$ cat config.mk
export PLATFORM = sky130hd
export DESIGN_NAME = npc_unit
export DESIGN_NICKNAME = d
export VERILOG_FILES = /design/src/rtl/npc_pkg.sv /design/src/rtl/npc_decode.sv /design/src/rtl/npc_cond.sv /design/src/rtl/npc_addr.sv /design/src/rtl/npc_unit.sv
export SDC_FILE = /design/constraint.sdc
export NUM_CORES = 1
export LEC_CHECK = 0
export BUFFER_PORTS_ARGS = -buffer_cell sky130_fd_sc_hd__buf_2
export CORE_MARGIN = 2
export CORE_UTILIZATION = 45
export DETAILED_ROUTE_END_ITERATION = 7
export GPL_ROUTABILITY_DRIVEN = 0
export PLACE_DENSITY = 0.67
export SLEW_MARGIN = 15
export SYNTH_ARGS = -nofsm -noshare
export SYNTH_HDL_FRONTEND = slang
export SYNTH_SLANG_ARGS = --single-unit
$ cat constraint.sdc
create_clock -name clk -period 7.8 [get_ports clk]
set_input_delay 1.17 -clock clk [delete_from_list [all_inputs] [get_ports clk]]
set_output_delay 1.17 -clock clk [all_outputs]
set_load 0.01 [all_outputs]
$ cat src/rtl/npc_pkg.sv
package npc_pkg;

  localparam int unsigned WORD_W  = 32;
  localparam int unsigned OPC_W   = 6;
  localparam int unsigned IMM_W   = 16;
  localparam int unsigned TGT_W   = 26;
  localparam int unsigned ALIGN_W = 2;
  localparam int unsigned OPC_LSB = WORD_W - OPC_W;
  localparam int unsigned SEG_W   = WORD_W - TGT_W - ALIGN_W;
  localparam int unsigned EXT_W   = WORD_W - IMM_W - ALIGN_W;
  localparam int unsigned STEP    = 1 << ALIGN_W;

  typedef logic [WORD_W-1:0] word_t;
  typedef logic [OPC_W-1:0]  opc_t;
  typedef logic [IMM_W-1:0]  imm_t;
  typedef logic [TGT_W-1:0]  tgt_t;

  typedef enum logic [OPC_W-1:0] {
    OPC_REG  = 6'd0,
    OPC_JMP  = 6'd2,
    OPC_JAL  = 6'd3,
    OPC_BEQ  = 6'd4,
    OPC_BNE  = 6'd5
  } opc_e;

  typedef enum logic [2:0] {
    FLOW_SEQ = 3'd0,
    FLOW_BEQ = 3'd1,
    FLOW_BNE = 3'd2,
    FLOW_JMP = 3'd3,
    FLOW_JAL = 3'd4
  } flow_e;

  // Address of the following instruction.
  function automatic word_t step_addr(input word_t cur);
    return cur + word_t'(STEP);
  endfunction

  // Relative branch: offset counts instructions from the following one.
  function automatic word_t branch_addr(input word_t base, input imm_t ofs);
    return base + {{EXT_W{ofs[IMM_W-1]}}, ofs, {ALIGN_W{1'b0}}};
  endfunction

  // Region jump: word field placed under the top segment of base.
  function automatic word_t jump_addr(input word_t base, input tgt_t fld);
    return {base[WORD_W-1 -: SEG_W], fld, {ALIGN_W{1'b0}}};
  endfunction

endpackage

$ cat src/rtl/npc_decode.sv
module npc_decode
  import npc_pkg::*;
(
  input  logic [WORD_W-1:0] instr,
  output flow_e             flow,
  output logic [IMM_W-1:0]  imm,
  output logic [TGT_W-1:0]  tgt
);

  opc_t opc;

  assign opc = instr[OPC_LSB +: OPC_W];
  assign imm = instr[IMM_W-1:0];
  assign tgt = instr[TGT_W-1:0];

  always_comb begin
    case (opc)
      OPC_BEQ: flow = FLOW_BEQ;
      OPC_BNE: flow = FLOW_BNE;
      OPC_JMP: flow = FLOW_JMP;
      OPC_JAL: flow = FLOW_JAL;
      default: flow = FLOW_SEQ;
    endcase
  end

endmodule

$ cat src/rtl/npc_cond.sv
module npc_cond
  import npc_pkg::*;
(
  input  flow_e flow,
  input  logic  regs_equal,
  output logic  take_branch,
  output logic  take_jump,
  output logic  is_link
);

  always_comb begin
    take_branch = 1'b0;
    take_jump   = 1'b0;
    is_link     = 1'b0;
    unique case (flow)
      FLOW_BEQ: take_branch = regs_equal;
      FLOW_BNE: take_branch = ~regs_equal;
      FLOW_JMP: take_jump   = 1'b1;
      FLOW_JAL: begin
        take_jump = 1'b1;
        is_link   = 1'b1;
      end
      default: ;
    endcase
  end

endmodule

$ cat src/rtl/npc_addr.sv
module npc_addr
  import npc_pkg::*;
(
  input  logic [WORD_W-1:0] pc,
  input  logic [IMM_W-1:0]  imm,
  input  logic [TGT_W-1:0]  tgt,
  output logic [WORD_W-1:0] seq_addr,
  output logic [WORD_W-1:0] br_addr,
  output logic [WORD_W-1:0] jmp_addr
);

  assign seq_addr = step_addr(pc);
  assign br_addr  = branch_addr(seq_addr, imm);
  assign jmp_addr = jump_addr(seq_addr, tgt);

endmodule

$ cat src/rtl/npc_unit.sv
module npc_unit
  import npc_pkg::*;
#(
  parameter logic [31:0] RESET_PC = 32'h0000_0000
) (
  input  logic        clk,
  input  logic        rst,
  input  logic        en,
  input  logic [31:0] instr,
  input  logic        regs_equal,
  output logic [31:0] pc,
  output logic [31:0] link_addr,
  output logic        link_valid
);

  flow_e            flow;
  logic [IMM_W-1:0] imm;
  logic [TGT_W-1:0] tgt;
  logic             take_branch;
  logic             take_jump;
  logic             is_link;
  word_t            seq_addr;
  word_t            br_addr;
  word_t            jmp_addr;
  word_t            next_pc;
  word_t            pc_q;

  npc_decode u_decode (
    .instr (instr),
    .flow  (flow),
    .imm   (imm),
    .tgt   (tgt)
  );

  npc_cond u_cond (
    .flow        (flow),
    .regs_equal  (regs_equal),
    .take_branch (take_branch),
    .take_jump   (take_jump),
    .is_link     (is_link)
  );

  npc_addr u_addr (
    .pc       (pc_q),
    .imm      (imm),
    .tgt      (tgt),
    .seq_addr (seq_addr),
    .br_addr  (br_addr),
    .jmp_addr (jmp_addr)
  );

  always_comb begin
    if (take_jump)        next_pc = jmp_addr;
    else if (take_branch) next_pc = br_addr;
    else                  next_pc = seq_addr;
  end

  always_ff @(posedge clk) begin
    if (rst)     pc_q <= RESET_PC;
    else if (en) pc_q <= next_pc;
  end

  assign pc         = pc_q;
  assign link_addr  = seq_addr;
  assign link_valid = is_link;


  reset_pc_chk: assert property (@(posedge clk) rst |=> pc == RESET_PC);


  hold_pc_chk: assert property (@(posedge clk) disable iff (rst)
    !en |=> $stable(pc));


  seq_step_chk: assert property (@(posedge clk) disable iff (rst)
    (en && !take_branch && !take_jump) |=> pc == $past(pc) + 32'd4);


  branch_dest_chk: assert property (@(posedge clk) disable iff (rst)
    (en && take_branch) |=> pc == $past(br_addr));


  jump_region_chk: assert property (@(posedge clk) disable iff (rst)
    (en && take_jump) |=> (pc[1:0] == 2'b00) && (pc[31:28] == $past(seq_addr[31:28])));


  single_redirect_chk: assert property (@(posedge clk) disable iff (rst)
    !(take_branch && take_jump));


  link_value_chk: assert property (@(posedge clk) disable iff (rst)
    link_valid |-> (link_addr == pc + 32'd4) && take_jump);


  link_only_jal_chk: assert property (@(posedge clk) disable iff (rst)
    (instr[31:26] != 6'd3) |-> !link_valid);

endmodule

# ---- After elaboration in Yosys (flattened, before gate mapping)
# Cells that the tools add are included.
dict set report classes {
  bitwise_logic 1
  reduce_logical 1
  addsub 2
  n_eq_ne 8
  mux 6
}
# op count
set op_table {}
lappend op_table {{two-way mux 32 bit} 2}
lappend op_table {{adder 32 x 3 -> 32 bit, second input constant} 1}
lappend op_table {{adder 32 bit} 1}
lappend op_table {{equality test 6 x 2 -> 1 bit, second input constant} 2}
lappend op_table {{equality test 6 x 3 -> 1 bit, second input constant} 2}
lappend op_table {{case mux 3 bit (4 select lines)} 1}
lappend op_table {{equality test 3 x 2 -> 1 bit, second input constant} 2}
lappend op_table {{equality test 3 x 1 -> 1 bit, second input constant} 1}
lappend op_table {{equality test 3 bit, second input constant} 1}
lappend op_table {{two-way mux 1 bit} 2}
lappend op_table {{case mux 1 bit (2 select lines)} 1}
lappend op_table {{OR reduction 2 bit} 1}
lappend op_table {{inverter 1 bit} 1}
dict set report word_totals {
  regBits 32
  wordCells 19
  out_inout_bits 65
  inputBits 36
}

# ---- Depth between registers and ports, before layout
# Gate-level depths: netlist (run 1).
dict set report depth {
  word_depth 6
  mapped_depth 16
  ltp_nobuf 15
}

# ---- Modules after synthesis
# Synthesis (run 1) repeated with hierarchy kept, for this count alone.
dict set report hier_totals {
  cells_unflattened 579
  hier_area_um2 4956.0
}
# mod seq_area_each_um2 n_inst cells_per_inst area_per_inst_um2
set modules_own_cells {}
lappend modules_own_cells {npc_addr 0.0 1 337 2453.6}
lappend modules_own_cells {npc_unit 640.6 1 187 2090.8}
lappend modules_own_cells {npc_decode 0.0 1 49 371.6}
lappend modules_own_cells {npc_cond 0.0 1 6 40.0}

# ---- Least setup slack after synthesis (run 1)
# Ideal clock, no wire load.
dict set report synth_timing {
  kind {register to register}
  startpoint {reg pc_q[2], in the netlist pc[2]}
  endpoint {reg pc_q[31], in the netlist pc[31]}
  required_time_ns 7.677
  setup_time_ns 0.123
  period_less_slack_ns 4.000
  path_stages_with_launch 16
  arrival_time_ns 3.877
  slack_ns 3.800
  n_path_buf 1
  cell_sequence {dfxtp_1 ha_1 nand4_1 or3_1 buf_2 nor2_2 nand3_1 xnor2_1 ha_1 and4_1 a21oi_1 o21ai_0 or3_1 a221o_1 a311oi_1 mux2_1}
}
dict set report synth_between {
  elab_chain_len 4
}
# element line_no
set synth_rtl {}
lappend synth_rtl {{start, declared} npc_unit.sv:26} ;# word_t pc_q;
lappend synth_rtl {{start signal, assigned} npc_unit.sv:60} ;# else if (en) pc_q <= next_pc;
lappend synth_rtl {{adder 32 x 3 -> 32 bit} npc_pkg.sv:36} ;# return cur + word_t'(STEP);
lappend synth_rtl {{named net link_addr[30]} npc_unit.sv:12} ;# output logic [31:0] link_addr,
lappend synth_rtl {{adder 32 bit} npc_pkg.sv:41} ;# return base + {{EXT_W{ofs[IMM_W-1]}}, ofs, {ALIGN_W{1'b0}}};
lappend synth_rtl {{two-way mux 32 bit} npc_unit.sv:54} ;# else if (take_branch) next_pc = br_addr;
lappend synth_rtl {{two-way mux 32 bit} npc_unit.sv:53} ;# if (take_jump) next_pc = jmp_addr;
# The timed path passes the listed nets, and every way through them passes these cells.
# A chain may end at the register's enable or synchronous reset.

# ---- Worst setup path in the final report (run 1)
dict set report layout_timing {
  startpoint {reg pc_q[2], in the netlist pc[2]}
  endpoint {reg pc_q[31], in the netlist pc[31]}
}
dict set report layout_between {
  elab_chain_len 4
}
# element line_no
set layout_rtl {}
lappend layout_rtl {{adder 32 x 3 -> 32 bit *} npc_pkg.sv:36}
lappend layout_rtl {{adder 32 bit} npc_pkg.sv:41}
lappend layout_rtl {{two-way mux 32 bit} npc_unit.sv:54}
lappend layout_rtl {{two-way mux 32 bit *} npc_unit.sv:53}
# Mark *: on every way between the ends. The rest lies on a longest branch, timed or not.

==> impl_metrics.yaml, run 1 <==
run_status:
  run_status: "complete, no violations"
floorplanning:
  core-area_mm2: 0.00813
  die_y_um: 95.2
  die_w_um: 95.2
  pin_count: 101
  rows: 33
  initial_core_util_pct: 46.0
  die_area_mm2: 0.00906
placement:
  post-dp-hpwl_um: 8770
  placed_cell_area_mm2: 0.00429
  place_worst_setup_slack_ps: 3540
  place.port_buffers: 96
synthesis:
  yosysWarnings: 0
  synthArstFlopShare_pct: 0
  yosysSeqAreaShare_pct: 16.0
  ys_types: 70
  synth-seq-cells: 30
  synth_edf_count: 0
  syn_avg_cell_area_um2: 7.43
  netlist_area_mm2: 0.00374
  synth_ff_type: "dfxtp_1"
  synthCells: 504
clock_network:
  ctsRootBufferMaster: "clkbuf_8"
  ctsResizeCount: 0
  cts_setup_buffers: 0
  h-tree-depth: 2
  insertion_delay_ps: 290
  ctsHoldBuffers: 0
  numCtsBuffers: 5
  clock_path_buffers: 2
  tritoncts: "done"
  clock_sinks: 30
  clkTransAtPathRegs_ps: 70
route:
  dr.pass1.iters: 4
  routed_wirelength_um: 11700
  post_drt_wl_per_cell_um: 16.8
  ant_nets: 0
  drt_iter0_drc: 180
  dr_total_vias: 4110
  avgViaCountPerCell: 5.91
  drc: 0
timing:
  tns_ps: 0
  worstMarginPinSlew_ps: 940
  setup_viol: 0
  period_minus_slack_ps: 4310
  finalHoldViolCount: 0
  drv_slew: 0
  fmax_ghz: 0.232
  slew_headroom_pct: 37.1
  setup_ws_ps: 3490
  finalCritPeriodShare_pct: 55.2
  fin_worst_skew_ps: 4.00
  rsz0062_at_grt: "no"
min_path:
  hold-path-endpoint: "pc[23]"
  min_path_type: "register to register"
  holdPathStages: 2
  hold_start: "pc[23]"
critical_path:
  rrSetupSlack_ps: 3490
  reg2reg_depth: 14
  worstReg2RegEnd: "pc[31]"
  cp_data_arrival_time_ps: 4490
  crit_fanout: 6
  start_kind: "register"
  cp.required_ps: 7980
  path_class: "register to register"
  endpoint_kind: "register"
  worst_r2r_startpoint: "pc[2]"
finish:
  n_antenna_cell: 0
  fin_area_mm2: 0.00437
  largest_register_ffs: 30
  fin_nets: 664
  n_fill_cell: 826
  post-route-util_pct: 53.7
  synthToLayoutAreaGrowth_pct: 16.7
  drive_gt1_share_pct: 20.5
power:
  power_density_mw_per_mm2: 108
  leakage_nw: 2.11
  finalPower_uw: 474
  peakVddDrop_mv: 0.0607
flow_run:
  timing.max_cap.violations: 0
global_routing:
  grt.overflow.total: 0
  grt_pass1_vias: 3835
  grt.total_usage_pct: 26.0
  grt_max_degree: 43
  grt_first_pass_wirelength_um: 18700
  antenna_found_initial: 0
## layout make-up
cell class,count,area (um^2),share of cell area [%]
well taps,105,131,3.01
flip-flops and latches,30,601,13.7
clock inverters,2,10.0,0.229
repair buffers,101,518,11.9
inverters,14,52.6,1.20
multi-input cells,439,2990,68.4
clock buffers,5,68.8,1.58
## logic make-up (layout without fill, tap and decap cells)
group / count (synthesis) / after routing / share of synthesized area (%)
multiplexers: 4 / 4 / 1.10
XOR/XNOR: 46 / 46 / 11.0
buffers and inverters: 38 / 122 / 4.51
flip-flops: 30 / 30 / 16.0
adder cells (fa/ha/maj): 37 / 37 / 12.6
other: 1 / 4 / 0.100
AO/OA/AOI/OAI: 156 / 156 / 28.8
AND/OR/NAND/NOR: 192 / 192 / 25.9
## worst max-delay path by stage
stage | startpoint | endpoint | slack (ps) | cells past startpoint
final | pc[2] | pc[31] | 3490 | 14
after global routing | pc[2] | pc[31] | 3220 | 14
after global placement | pc[20] | pc[31] | 3680 | 12
after floorplan | pc[2] | pc[31] | 3800 | 15
after detailed placement | pc[2] | pc[31] | 3540 | 14
after CTS | pc[2] | pc[31] | 3500 | 14
## layout by cell type (no fill, tap or decap), types with 7 or more instances in the layout
| cell type | netlist | layout |
|---|---|---|
| inv_1 | 14 | 14 |
| a22oi_1 | 9 | 9 |
| xor2_1 | 17 | 17 |
| nor2_1 | 50 | 49 |
| nor3_1 | 12 | 12 |
| buf_2 | 3 | 96 |
| xnor2_1 | 28 | 28 |
| dfxtp_1 | 30 | 30 |
| nand2_1 | 56 | 56 |
| nand3_1 | 20 | 20 |
| o21ai_0 | 25 | 25 |
| o21bai_1 | 7 | 7 |
| a21o_1 | 18 | 18 |
| ha_1 | 36 | 36 |
| a311oi_1 | 9 | 9 |
| a21oi_1 | 33 | 33 |
| nand4_1 | 9 | 9 |
## per-layer routing
layer	share of wire, %	vias to the layer above	track usage (%)
li1	-	2042	-
met3	6.9	19	5.53
met5	0	-	0
met4	1.7	0	8.82
met2	46	150	42.3
met1	46	1899	34.0
## per-stage QoR
step	hold slack (ps)	std cells
2_1_floorplan	517	507
3_3_place_gp	497	689
3_5_place_dp	503	689
4_1_cts	515	696
5_1_grt	526	696
6_report	507	696
## worst max-delay path, stage by stage, from the launching register on
cell	delay [ps]
dfxtp_1	420
ha_1	240
nand4_1	180
or3_1	600
nor2_2	280
nand3_1	120
xnor2_1	310
ha_1	340
and4_1	220
a21oi_1	130
o21ai_0	110
or3_1	350
a221o_1	290
a311oi_1	260
mux2_1	350
## synth_stat cells (6+ instances only)
master | count | area (um^2)
xnor2_1 | 28 | 245
dfxtp_1 | 30 | 601
a311oi_1 | 9 | 78.8
clkbuf_1 | 16 | 60.1
a21oi_1 | 33 | 165
nand4_1 | 9 | 56.3
a22oi_1 | 9 | 67.6
ha_1 | 36 | 450
o21ai_0 | 25 | 125
o21bai_1 | 7 | 52.6
a21o_1 | 18 | 135
nand2_1 | 56 | 210
inv_1 | 14 | 52.6
xor2_1 | 17 | 149
nand3_1 | 20 | 100
o221ai_1 | 6 | 52.6
nor2_1 | 50 | 188
nor3_1 | 12 | 60.1
## where the power goes
group          switching [mW]  internal, mW
Clock                  0.0654        0.0599
Combinational           0.104        0.0731
Sequential             0.0113         0.160
Power figures use the tool's default switching activity.
==> run 2: changes to the inputs <==
==> constraint.sdc (replaced) <==
create_clock -name clk -period 4.1 [get_ports clk]
set_input_delay 0.615 -clock clk [delete_from_list [all_inputs] [get_ports clk]]
set_output_delay 0.615 -clock clk [all_outputs]
set_load 0.01 [all_outputs]
==> run 2 against run 1 <==
Routed wire length rose by 5.8%. Cell count rose by 3.6%. Combinational power rose by 100%. Sequential power rose by 87%. Register-to-register slack got worse by 3300 ps. Via count rose by 3.9%. Fmax rose by 9.3%. Cell area rose by 5.1%. Sequential cell count did not move. Core utilization rose by 2.7 points. First-iteration DRC count rose by 33%. Critical path type unchanged. Largest cell class unchanged. Highest routed layer unchanged.
==> impl_metrics.yaml, run 2 (synthesized netlist as in run 1, its figures left out) <==
route:
  avgViaCountPerCell: 5.92
  drc: 0
  ant_nets: 0
  post_drt_wl_per_cell_um: 17.1
  routed_wirelength_um: 12300
  dr.pass1.iters: 5
  drt_iter0_drc: 239
  dr_total_vias: 4271
critical_path:
  endpoint_kind: "register"
  path_class: "register to register"
  slowest_delay_ps: 410
  cp_slowest_cell: "dfxtp_1"
  cp_data_arrival_time_ps: 4130
  cp.required_ps: 4280
  crit_fanout: 6
  start_kind: "register"
  cp_cell_sequence: "ha_1 > nand4_1 > nor2_1 > nand2_1 > xnor2_1 > ha_1 > a21o_1 > a21o_1 > a211o_1 > or2_1 > a221o_1 > a311oi_2 > mux2_1"
timing:
  finalHoldViolCount: 0
  period_minus_slack_ps: 3940
  fmax_ghz: 0.254
  finalCritPeriodShare_pct: 96.2
  rsz0062_at_grt: "yes"
  slew_headroom_pct: 56.4
  drv_slew: 0
  fin_worst_skew_ps: 6.86
  setup_viol: 0
  worstMarginPinSlew_ps: 652
finish:
  fin_nets: 688
  final_cell_mix: "96 x buf_2, 56 x nand2_1, 49 x nor2_1, 35 x ha_1, 33 x a21oi_1"
  final_common_cell: "buf_2"
  largest_register_ffs: 30
  synthToLayoutAreaGrowth_pct: 22.7
  n_antenna_cell: 0
  n_fill_cell: 800
  post-route-util_pct: 56.5
  drive_gt1_share_pct: 24.5
clock_network:
  insertion_delay_ps: 290
  tritoncts: "done"
  clock_path_buffers: 2
  clkTransAtPathRegs_ps: 70
  numCtsBuffers: 5
  ctsRootBufferMaster: "clkbuf_8"
  cts_setup_buffers: 0
  h-tree-depth: 2
  clock_sinks: 30
run_status:
  run_status: "complete, no violations"
global_routing:
  grt_util_met1_pct: 36.7
  grt.overflow.total: 0
  grt_first_pass_wirelength_um: 20000
  grt.total_usage_pct: 27.9
  grt_max_degree: 42
  use_met2_pct: 47.3
  antenna_found_initial: 0
  busiest_layer: "met2"
  grt_pass1_vias: 4045
  grt_util_met3_pct: 3.64
power:
  peakVddDrop_mv: 0.117
  power_density_mw_per_mm2: 206
  finalPower_uw: 946
  leakage_nw: 2.24
placement:
  place.port_buffers: 96
  post-dp-hpwl_um: 9420
floorplanning:
  pin_count: 101
  initial_core_util_pct: 46.0
  rows: 33
  die_w_um: 95.2
  die_y_um: 95.2
  die_area_mm2: 0.00906
  core-area_mm2: 0.00813
flow_run:
  timing.max_cap.violations: 0
min_path:
  min_path_type: "register to register"
[run 2: cell type report]
class,count,area (um^2),area share (%)
Sequential cell,30,603,13.1
Tap cell,105,131,2.86
Clock buffer,7,86.3,1.88
Multi-Input combinational cell,439,3020,65.7
Timing Repair Buffer,125,698,15.2
Clock inverter,1,5.00,0.109
Inverter,14,52.6,1.14
[run 2: path summary, 6_finish.rpt]
kind         slack [ps]  depth (start not counted)     end  startpoint
max                 160                         13  pc[31]       pc[2]
min                 530                          2   pc[3]       pc[3]
max reg2reg         160                         13  pc[31]       pc[2]
min reg2reg         530                          2   pc[3]       pc[3]
[run 2: per-layer routing]
metal | vias up | part of all wire [%]
li1 | 2094 | -
met5 | - | 0
met3 | 23 | 7.1
met2 | 164 | 47
met1 | 1990 | 44
met4 | 0 | 2.5
[run 2: repair_timing]
item	in CTS	in global routing
endpoints found under the setup margin	0	3
resized for setup	0	9
hold buffers	0	0
[run 2: per-stage QoR]
step           cell area (um^2)  TNS, ps  hold slack, ps  worst slack [ps]  instances
2_1_floorplan              3750        0             517               100        507
3_3_place_gp               4470        0             497               198        713
3_5_place_dp               4470        0             524               126        713
4_1_cts                    4560        0             535              88.1        721
5_1_grt                    4590     -159             556             -85.2        721
6_report                   4590        0             531               156        721
[run 2: critical path: cells and delay by family (launching register included)]
kind	cells	cell delay [ps]
adders and majority gates	2	590
DFF	1	410
AOI/OAI and AO/OA	5	1280
and+or+nand+nor	4	950
xor gates and xnor gates	1	270
muxes	1	340
[run 2: where the power goes]
group	internal (mW)	total [mW]	switching, mW	leakage [nW]
registers	0.305	0.322	0.0165	0.246
logic	0.150	0.360	0.210	1.94
clock network	0.136	0.264	0.129	0.0482
